### config.mk
export PLATFORM = sky130hd
export DESIGN_NAME = cfg_i2c_target
export DESIGN_NICKNAME = d
export VERILOG_FILES = /design/src/rtl/cfg_i2c_pkg.sv /design/src/rtl/i2c_line_sync.sv /design/src/rtl/i2c_cfg_fsm.sv /design/src/rtl/cfg_i2c_target.sv
export SDC_FILE = /design/constraint.sdc
export NUM_CORES = 1
export LEC_CHECK = 0
export BUFFER_PORTS_ARGS = -buffer_cell sky130_fd_sc_hd__buf_2
export CORE_UTILIZATION = 40
export CTS_CLUSTER_DIAMETER = 200
export CTS_CLUSTER_SIZE = 14
export DETAILED_ROUTE_END_ITERATION = 12
export PLACE_DENSITY = 0.69
export SLEW_MARGIN = 15
export SYNTH_ARGS = -nofsm -noshare
export SYNTH_HDL_FRONTEND = slang
export SYNTH_SLANG_ARGS = --single-unit
### constraint.sdc
create_clock -name clk -period 2.5 [get_ports clk]
set_input_delay 0.625 -clock clk [delete_from_list [all_inputs] [get_ports clk]]
set_output_delay 0.625 -clock clk [all_outputs]
set_load 0.02 [all_outputs]
### src/rtl/cfg_i2c_pkg.sv
package cfg_i2c_pkg;

    localparam int BYTE_W  = 8;
    localparam int ADDR_W  = 7;
    localparam int STRAP_W = 2;
    localparam logic [ADDR_W-STRAP_W-1:0] ADDR_PREFIX = 5'b10110;

    typedef enum logic [3:0] {
        ST_IDLE,
        ST_ADDR,
        ST_ADDR_ACK,
        ST_SEL,
        ST_SEL_ACK,
        ST_DATA,
        ST_DATA_ACK,
        ST_TX,
        ST_TX_ACK
    } tgt_state_e;

    typedef struct packed {
        logic scl;
        logic sda;
        logic start;
        logic stop;
        logic scl_rise;
        logic scl_fall;
    } bus_evt_t;

    function automatic logic sel_writable(input logic [BYTE_W-1:0] sel);
        return (sel == 8'h00) || (sel == 8'h01) || (sel == 8'hF0);
    endfunction

endpackage

### src/rtl/i2c_line_sync.sv
module i2c_line_sync
    import cfg_i2c_pkg::*;
#(
    parameter int STAGES = 2
) (
    input  logic     clk,
    input  logic     rst,
    input  logic     scl_i,
    input  logic     sda_i,
    output bus_evt_t evt
);

    logic [STAGES-1:0] scl_pipe;
    logic [STAGES-1:0] sda_pipe;
    logic              scl_q;
    logic              sda_q;
    logic              scl_s;
    logic              sda_s;

    assign scl_s = scl_pipe[STAGES-1];
    assign sda_s = sda_pipe[STAGES-1];

    always_ff @(posedge clk) begin
        if (rst) begin
            scl_pipe <= '1;
            sda_pipe <= '1;
            scl_q    <= 1'b1;
            sda_q    <= 1'b1;
        end else begin
            scl_pipe <= {scl_pipe[STAGES-2:0], scl_i};
            sda_pipe <= {sda_pipe[STAGES-2:0], sda_i};
            scl_q    <= scl_s;
            sda_q    <= sda_s;
        end
    end

    always_comb begin
        evt.scl      = scl_s;
        evt.sda      = sda_s;
        evt.start    = scl_s & scl_q & sda_q & ~sda_s;
        evt.stop     = scl_s & scl_q & ~sda_q & sda_s;
        evt.scl_rise = scl_s & ~scl_q;
        evt.scl_fall = ~scl_s & scl_q;
    end

endmodule

### src/rtl/i2c_cfg_fsm.sv
module i2c_cfg_fsm
    import cfg_i2c_pkg::*;
(
    input  logic               clk,
    input  logic               rst,
    input  bus_evt_t           evt,
    input  logic [STRAP_W-1:0] strap_addr,
    input  logic [BYTE_W-1:0]  rd_data,
    output logic               sda_oe,
    output logic [BYTE_W-1:0]  reg_addr,
    output logic               wr_stb,
    output logic [BYTE_W-1:0]  wr_data
);

    localparam int CNT_W = $clog2(BYTE_W + 1);
    localparam logic [CNT_W-1:0] FULL = CNT_W'(BYTE_W);

    tgt_state_e          state;
    logic [BYTE_W-1:0]   shreg;
    logic [CNT_W-1:0]    bitcnt;
    logic                ctl_ack;
    logic [ADDR_W-1:0]   own_addr;
    logic                rx_state;

    assign own_addr = {ADDR_PREFIX, strap_addr};
    assign rx_state = (state == ST_ADDR) || (state == ST_SEL) || (state == ST_DATA);

    always_ff @(posedge clk) begin
        if (rst) begin
            state    <= ST_IDLE;
            shreg    <= '0;
            bitcnt   <= '0;
            ctl_ack  <= 1'b0;
            sda_oe   <= 1'b0;
            reg_addr <= '0;
            wr_stb   <= 1'b0;
            wr_data  <= '0;
        end else begin
            wr_stb <= 1'b0;
            if (evt.start) begin
                state  <= ST_ADDR;
                bitcnt <= '0;
                sda_oe <= 1'b0;
            end else if (evt.stop) begin
                state  <= ST_IDLE;
                bitcnt <= '0;
                sda_oe <= 1'b0;
            end else if (rx_state) begin
                if (evt.scl_rise && bitcnt != FULL) begin
                    shreg  <= {shreg[BYTE_W-2:0], evt.sda};
                    bitcnt <= bitcnt + 1'b1;
                end else if (evt.scl_fall && bitcnt == FULL) begin
                    bitcnt <= '0;
                    unique case (state)
                        ST_ADDR: begin
                            if (shreg[BYTE_W-1:1] == own_addr) begin
                                sda_oe  <= 1'b1;
                                ctl_ack <= shreg[0];
                                state   <= ST_ADDR_ACK;
                            end else begin
                                state <= ST_IDLE;
                            end
                        end
                        ST_SEL: begin
                            reg_addr <= shreg;
                            sda_oe   <= 1'b1;
                            state    <= ST_SEL_ACK;
                        end
                        default: begin
                            wr_data <= shreg;
                            wr_stb  <= sel_writable(reg_addr);
                            sda_oe  <= 1'b1;
                            state   <= ST_DATA_ACK;
                        end
                    endcase
                end
            end else begin
                unique case (state)
                    ST_ADDR_ACK: begin
                        if (evt.scl_fall) begin
                            bitcnt <= '0;
                            if (ctl_ack) begin
                                shreg  <= rd_data;
                                sda_oe <= ~rd_data[BYTE_W-1];
                                state  <= ST_TX;
                            end else begin
                                sda_oe <= 1'b0;
                                state  <= ST_SEL;
                            end
                        end
                    end
                    ST_SEL_ACK: begin
                        if (evt.scl_fall) begin
                            sda_oe <= 1'b0;
                            state  <= ST_DATA;
                        end
                    end
                    ST_DATA_ACK: begin
                        if (evt.scl_fall) begin
                            sda_oe <= 1'b0;
                            state  <= ST_SEL;
                        end
                    end
                    ST_TX: begin
                        if (evt.scl_rise) begin
                            bitcnt <= bitcnt + 1'b1;
                        end else if (evt.scl_fall) begin
                            if (bitcnt == FULL) begin
                                sda_oe <= 1'b0;
                                bitcnt <= '0;
                                state  <= ST_TX_ACK;
                            end else begin
                                shreg  <= {shreg[BYTE_W-2:0], 1'b0};
                                sda_oe <= ~shreg[BYTE_W-2];
                            end
                        end
                    end
                    ST_TX_ACK: begin
                        if (evt.scl_rise) begin
                            ctl_ack <= ~evt.sda;
                            bitcnt  <= 1;
                        end else if (evt.scl_fall && bitcnt == 1) begin
                            bitcnt <= '0;
                            if (ctl_ack) begin
                                shreg  <= rd_data;
                                sda_oe <= ~rd_data[BYTE_W-1];
                                state  <= ST_TX;
                            end else begin
                                state <= ST_IDLE;
                            end
                        end
                    end
                    default: ;
                endcase
            end
        end
    end


    sda_low_phase_chk: assert property (@(posedge clk) disable iff (rst)
        (sda_oe != $past(sda_oe)) |-> (!$past(evt.scl) || $past(evt.start) || $past(evt.stop)));


    stb_single_chk: assert property (@(posedge clk) disable iff (rst)
        wr_stb |=> !wr_stb);


    stb_sel_chk: assert property (@(posedge clk) disable iff (rst)
        wr_stb |-> (reg_addr == 8'h00 || reg_addr == 8'h01 || reg_addr == 8'hF0));


    stb_on_fall_chk: assert property (@(posedge clk) disable iff (rst)
        wr_stb |-> ($past(evt.scl_fall) && !$past(evt.start) && !$past(evt.stop)));


    idle_release_chk: assert property (@(posedge clk) disable iff (rst)
        (state == ST_IDLE) |-> !sda_oe);


    tx_sel_hold_chk: assert property (@(posedge clk) disable iff (rst)
        (state == ST_TX) |-> $stable(reg_addr));

endmodule

### src/rtl/cfg_i2c_target.sv
module cfg_i2c_target
    import cfg_i2c_pkg::*;
#(
    parameter int SYNC_STAGES = 2
) (
    input  logic       clk,
    input  logic       rst,
    input  logic       scl_i,
    input  logic       sda_i,
    input  logic [1:0] strap_addr,
    output logic       sda_oe,
    output logic [7:0] reg_addr,
    output logic       wr_stb,
    output logic [7:0] wr_data,
    input  logic [7:0] rd_data
);

    bus_evt_t evt;

    i2c_line_sync #(.STAGES(SYNC_STAGES)) i_sync (
        .clk   (clk),
        .rst   (rst),
        .scl_i (scl_i),
        .sda_i (sda_i),
        .evt   (evt)
    );

    i2c_cfg_fsm i_fsm (
        .clk        (clk),
        .rst        (rst),
        .evt        (evt),
        .strap_addr (strap_addr),
        .rd_data    (rd_data),
        .sda_oe     (sda_oe),
        .reg_addr   (reg_addr),
        .wr_stb     (wr_stb),
        .wr_data    (wr_data)
    );

endmodule

==> key figures <==
Status
  • Status: finished clean

Yosys
  • Synthesized area: 0.00233 mm2
  • Cell variety after synth: 61
  • #FFs+latches synth: 41
  • Yosys warning count: 0
  • FFs w/ async S/R, synth: 0
  • Synth Instances: 269
  • Syn_nets: 289
  • Post-synth top flop: dfxtp_1
  • Average size of a mapped cell: 8.67 um2
  • Post-synthesis sequential area ratio: 0.352
  • EDFF count, synth: 0

Clocking
  • Clock Sinks: 41
  • CTS tree: yes
  • Root buffer cell: clkbuf_8
  • Post-CTS Resized: 0
  • Clock Latency Late Sink: 0.30 ns
  • Clk buf depth: 2
  • Total CTS buffers: 5
  • CTS H-tree depth: 2
  • Clk slew on worst S/H paths: 0.08 ns
  • Hold Buf Count CTS: 0
  • Post-CTS setup buffer count: 0

Timing
  • Worst-Margin Slew: 0.693 ns
  • Tmin final: 2.27 ns
  • Setup TNS: 0 ns
  • Clock skew: 0.0106 ns
  • Relative slew slack: 0.537
  • Final Slew Violations: 0
  • Final Hold Fails: 0
  • Fmax: 441 MHz
  • Final setup violation count: 0
  • Final Worst Setup Slack: 0.232 ns
  • Final period util: 0.907
  • Unrepaired setup endpoints after global routing: no

Critical path
  • Critical Path Sink Type: flop
  • Crit path arrival time: 2.50 ns
  • Kind of critical path: flop to flop
  • Master of the slowest instance on the critical path: dfxtp_1
  • Worst EP required: 2.73 ns
  • Cells along the critical path: buf_4 > xor2_1 > o32a_1 > o211ai_2 > or3_1 > a21oi_1
  • Buf/Inv on CP: 1
  • Max stage delay on crit path: 0.73 ns
  • Worst Path Max Fanout: 19
  • Startpoint types: flop
  • Crit-path leading delay family: flip-flops

Detailed routing
  • Vias: 2118
  • Routed wire length: 5.77 mm
  • Starting DRC count in detailed routing: 128
  • Routed wire per std cell: 15.3 um
  • Post-route DRC: 0
  • First-pass DRT Iterations: 4
  • Vias/cell: 5.63
  • ANT nets after route: 0

Final layout
  • Fillcell total: 537
  • Final layout net count: 323
  • Area occupied by registers: 821 um2
  • Final Util: 0.489
  • Ant diodes: 0
  • Layout cells sized above 1: 0.234
  • Final instance area: 0.00273 mm2
  • Multi-input logic area: 0.00141 mm2
  • Area delta synth->final: 16.8%

Power and ir drop
  • Peak supply drop: 0.339 mV
  • Leakage power: 1.06 nW
  • Pwr dens: 705 mW/mm2

Placed design
  • HPWL after detailed placement: 4.10 mm
  • Placement Setup Slack: 0.305 ns
  • Final GP Congestion: 0.849
  • Post-placement cell area: 0.00261 mm2
  • PortBufs: 31

Global routing
  • First-pass GRT wire length: 9.63 mm
  • GRT Residual Overflow: 0
  • Initial antenna violation count: 0
  • Vias in the first global route: 1975
  • Global Route Usage Sum: 0.202
  • Largest net degree at the start of global routing: 32

Floorplanning
  • Die Wd: 78.4 um
  • Row cnt: 27
  • Starting Density: 0.419
  • Core ar.: 0.00557 mm2
  • Die area: 0.00614 mm2
  • I/O pins: 32
  • Die height: 78.4 um

Run
  • Maximum capacitance violations: 0

Min path
  • Worst hold path type: flop to flop
[flip-flops by register name, summed over array words and instances (netlist names)]
| name | count |
|---|---|
| i_fsm.bitcnt | 4 |
| i_fsm.ctl_ack | 1 |
| i_fsm.reg_addr | 8 |
| i_fsm.sda_oe | 1 |
| i_fsm.shreg | 8 |
| i_fsm.state | 4 |
| i_fsm.wr_data | 8 |
| i_fsm.wr_stb | 1 |
| i_sync.scl_pipe | 2 |
| i_sync.scl_q | 1 |
| i_sync.sda_pipe | 2 |
| i_sync.sda_q | 1 |
[report_power, final]
| group | switching [mW] | internal [mW] |
|---|---|---|
| combinational | 0.373 | 0.248 |
| clock | 0.240 | 0.299 |
| sequential | 0.0749 | 0.685 |
| total | 0.688 | 1.23 |
[synth_stat cells (all sizes together), types with 3 or more instances]
cell type  number  share of area
a21boi          3         0.0097
or2             6          0.016
clkbuf          8          0.013
nand3b          4          0.013
mux2i          16          0.069
o21ai          18          0.039
ha              6          0.032
nand4b          3          0.011
nand2b          4          0.011
o211ai          5          0.018
a211o           7          0.026
dfxtp          41           0.35
nand2          24          0.039
nor2b           3         0.0080
nor2           19          0.031
buf            10          0.020
and2            3         0.0080
a21oi          19          0.044
o221ai          3          0.019
nor4            6          0.023
xor2            4          0.015
nand3           8          0.017
and3            4          0.011
inv             8          0.013
[worst paths after layout]
| kind | from | end | slack, ns | cells past startpoint |
|---|---|---|---|---|
| worst max-delay path | i_fsm.state[2]$_SDFFE_PP0P_ | i_fsm.shreg[0]$_SDFFE_PP0P_ | 0.23 | 6 |
| worst min register to register | i_sync.scl_pipe[0]$_SDFF_PP1_ | i_sync.scl_pipe[1]$_SDFF_PP1_ | 0.42 | 1 |
| worst min-delay path | i_sync.scl_pipe[0]$_SDFF_PP1_ | i_sync.scl_pipe[1]$_SDFF_PP1_ | 0.42 | 1 |
| worst max register to register | i_fsm.state[2]$_SDFFE_PP0P_ | i_fsm.shreg[0]$_SDFFE_PP0P_ | 0.23 | 6 |
[final cells by class]
type                       instances  area share
tap                               72      0.0331
clock buffer                       5      0.0253
multi-input combinational        202       0.518
inverter                           8      0.0110
clock inverter                     3      0.0161
timing repair buffer              45      0.0955
sequential                        41       0.301
[worst reg2reg max path: cells and delay by family, from the launching register on]
family	cells	cell delay, ns
flops	1	0.73
compound gates	3	0.63
xor+xnor	1	0.15
buf+inv	1	0.26
simple gates	1	0.44
[metal layers]
metal	vias up	share of wire	track usage
met5	-	0	0
met4	0	0.021	0.0778
met3	9	0.051	0.0453
met2	48	0.49	0.341
met1	1005	0.44	0.247
li1	1056	-	-
[cells in the final DEF, fill, tap and decap left out, types with 3 or more instances in the layout]
master    synthesis  layout
xor2_1            4       4
dfxtp_1          41      41
or2_2             5       5
ha_1              6       6
buf_2             8      31
nor2b_1           3       3
nand4b_1          3       3
mux2i_1          16      16
and3_1            4       4
a21boi_1          3       3
a21oi_1          17      17
buf_4             0      14
o211ai_1          4       4
a211o_1           7       7
and2_1            3       3
nand2b_1          4       4
clkbuf_8          0       5
nor2_1           19      19
o21ai_1           8       8
o21ai_0          10      10
nand3b_1          4       4
nand3_1           8       8
nand2_1          24      24
nor4_1            5       4
inv_1             8       8
[through the flow]
step	power, mW	hold WS (ns)	cells
after floorplan	1.22	0.389	269
after global placement	1.38	0.391	368
after detailed placement	1.39	0.397	368
after CTS	1.93	0.417	376
after global routing	2.04	0.432	376
final	1.92	0.415	376
[logic make-up (layout without fill, tap and decap cells)]
group | count (synthesis) | after routing | synth area share
adder cells (fa/ha/maj) | 6 | 6 | 0.0322
multiplexers | 16 | 16 | 0.0686
XOR/XNOR | 4 | 4 | 0.0150
buffers and inverters | 26 | 61 | 0.0461
AND/OR/NAND/NOR | 101 | 101 | 0.253
AO/OA/AOI/OAI | 75 | 75 | 0.234
flip-flops | 41 | 41 | 0.352
Note: power is estimated with default switching activity, not from simulation.
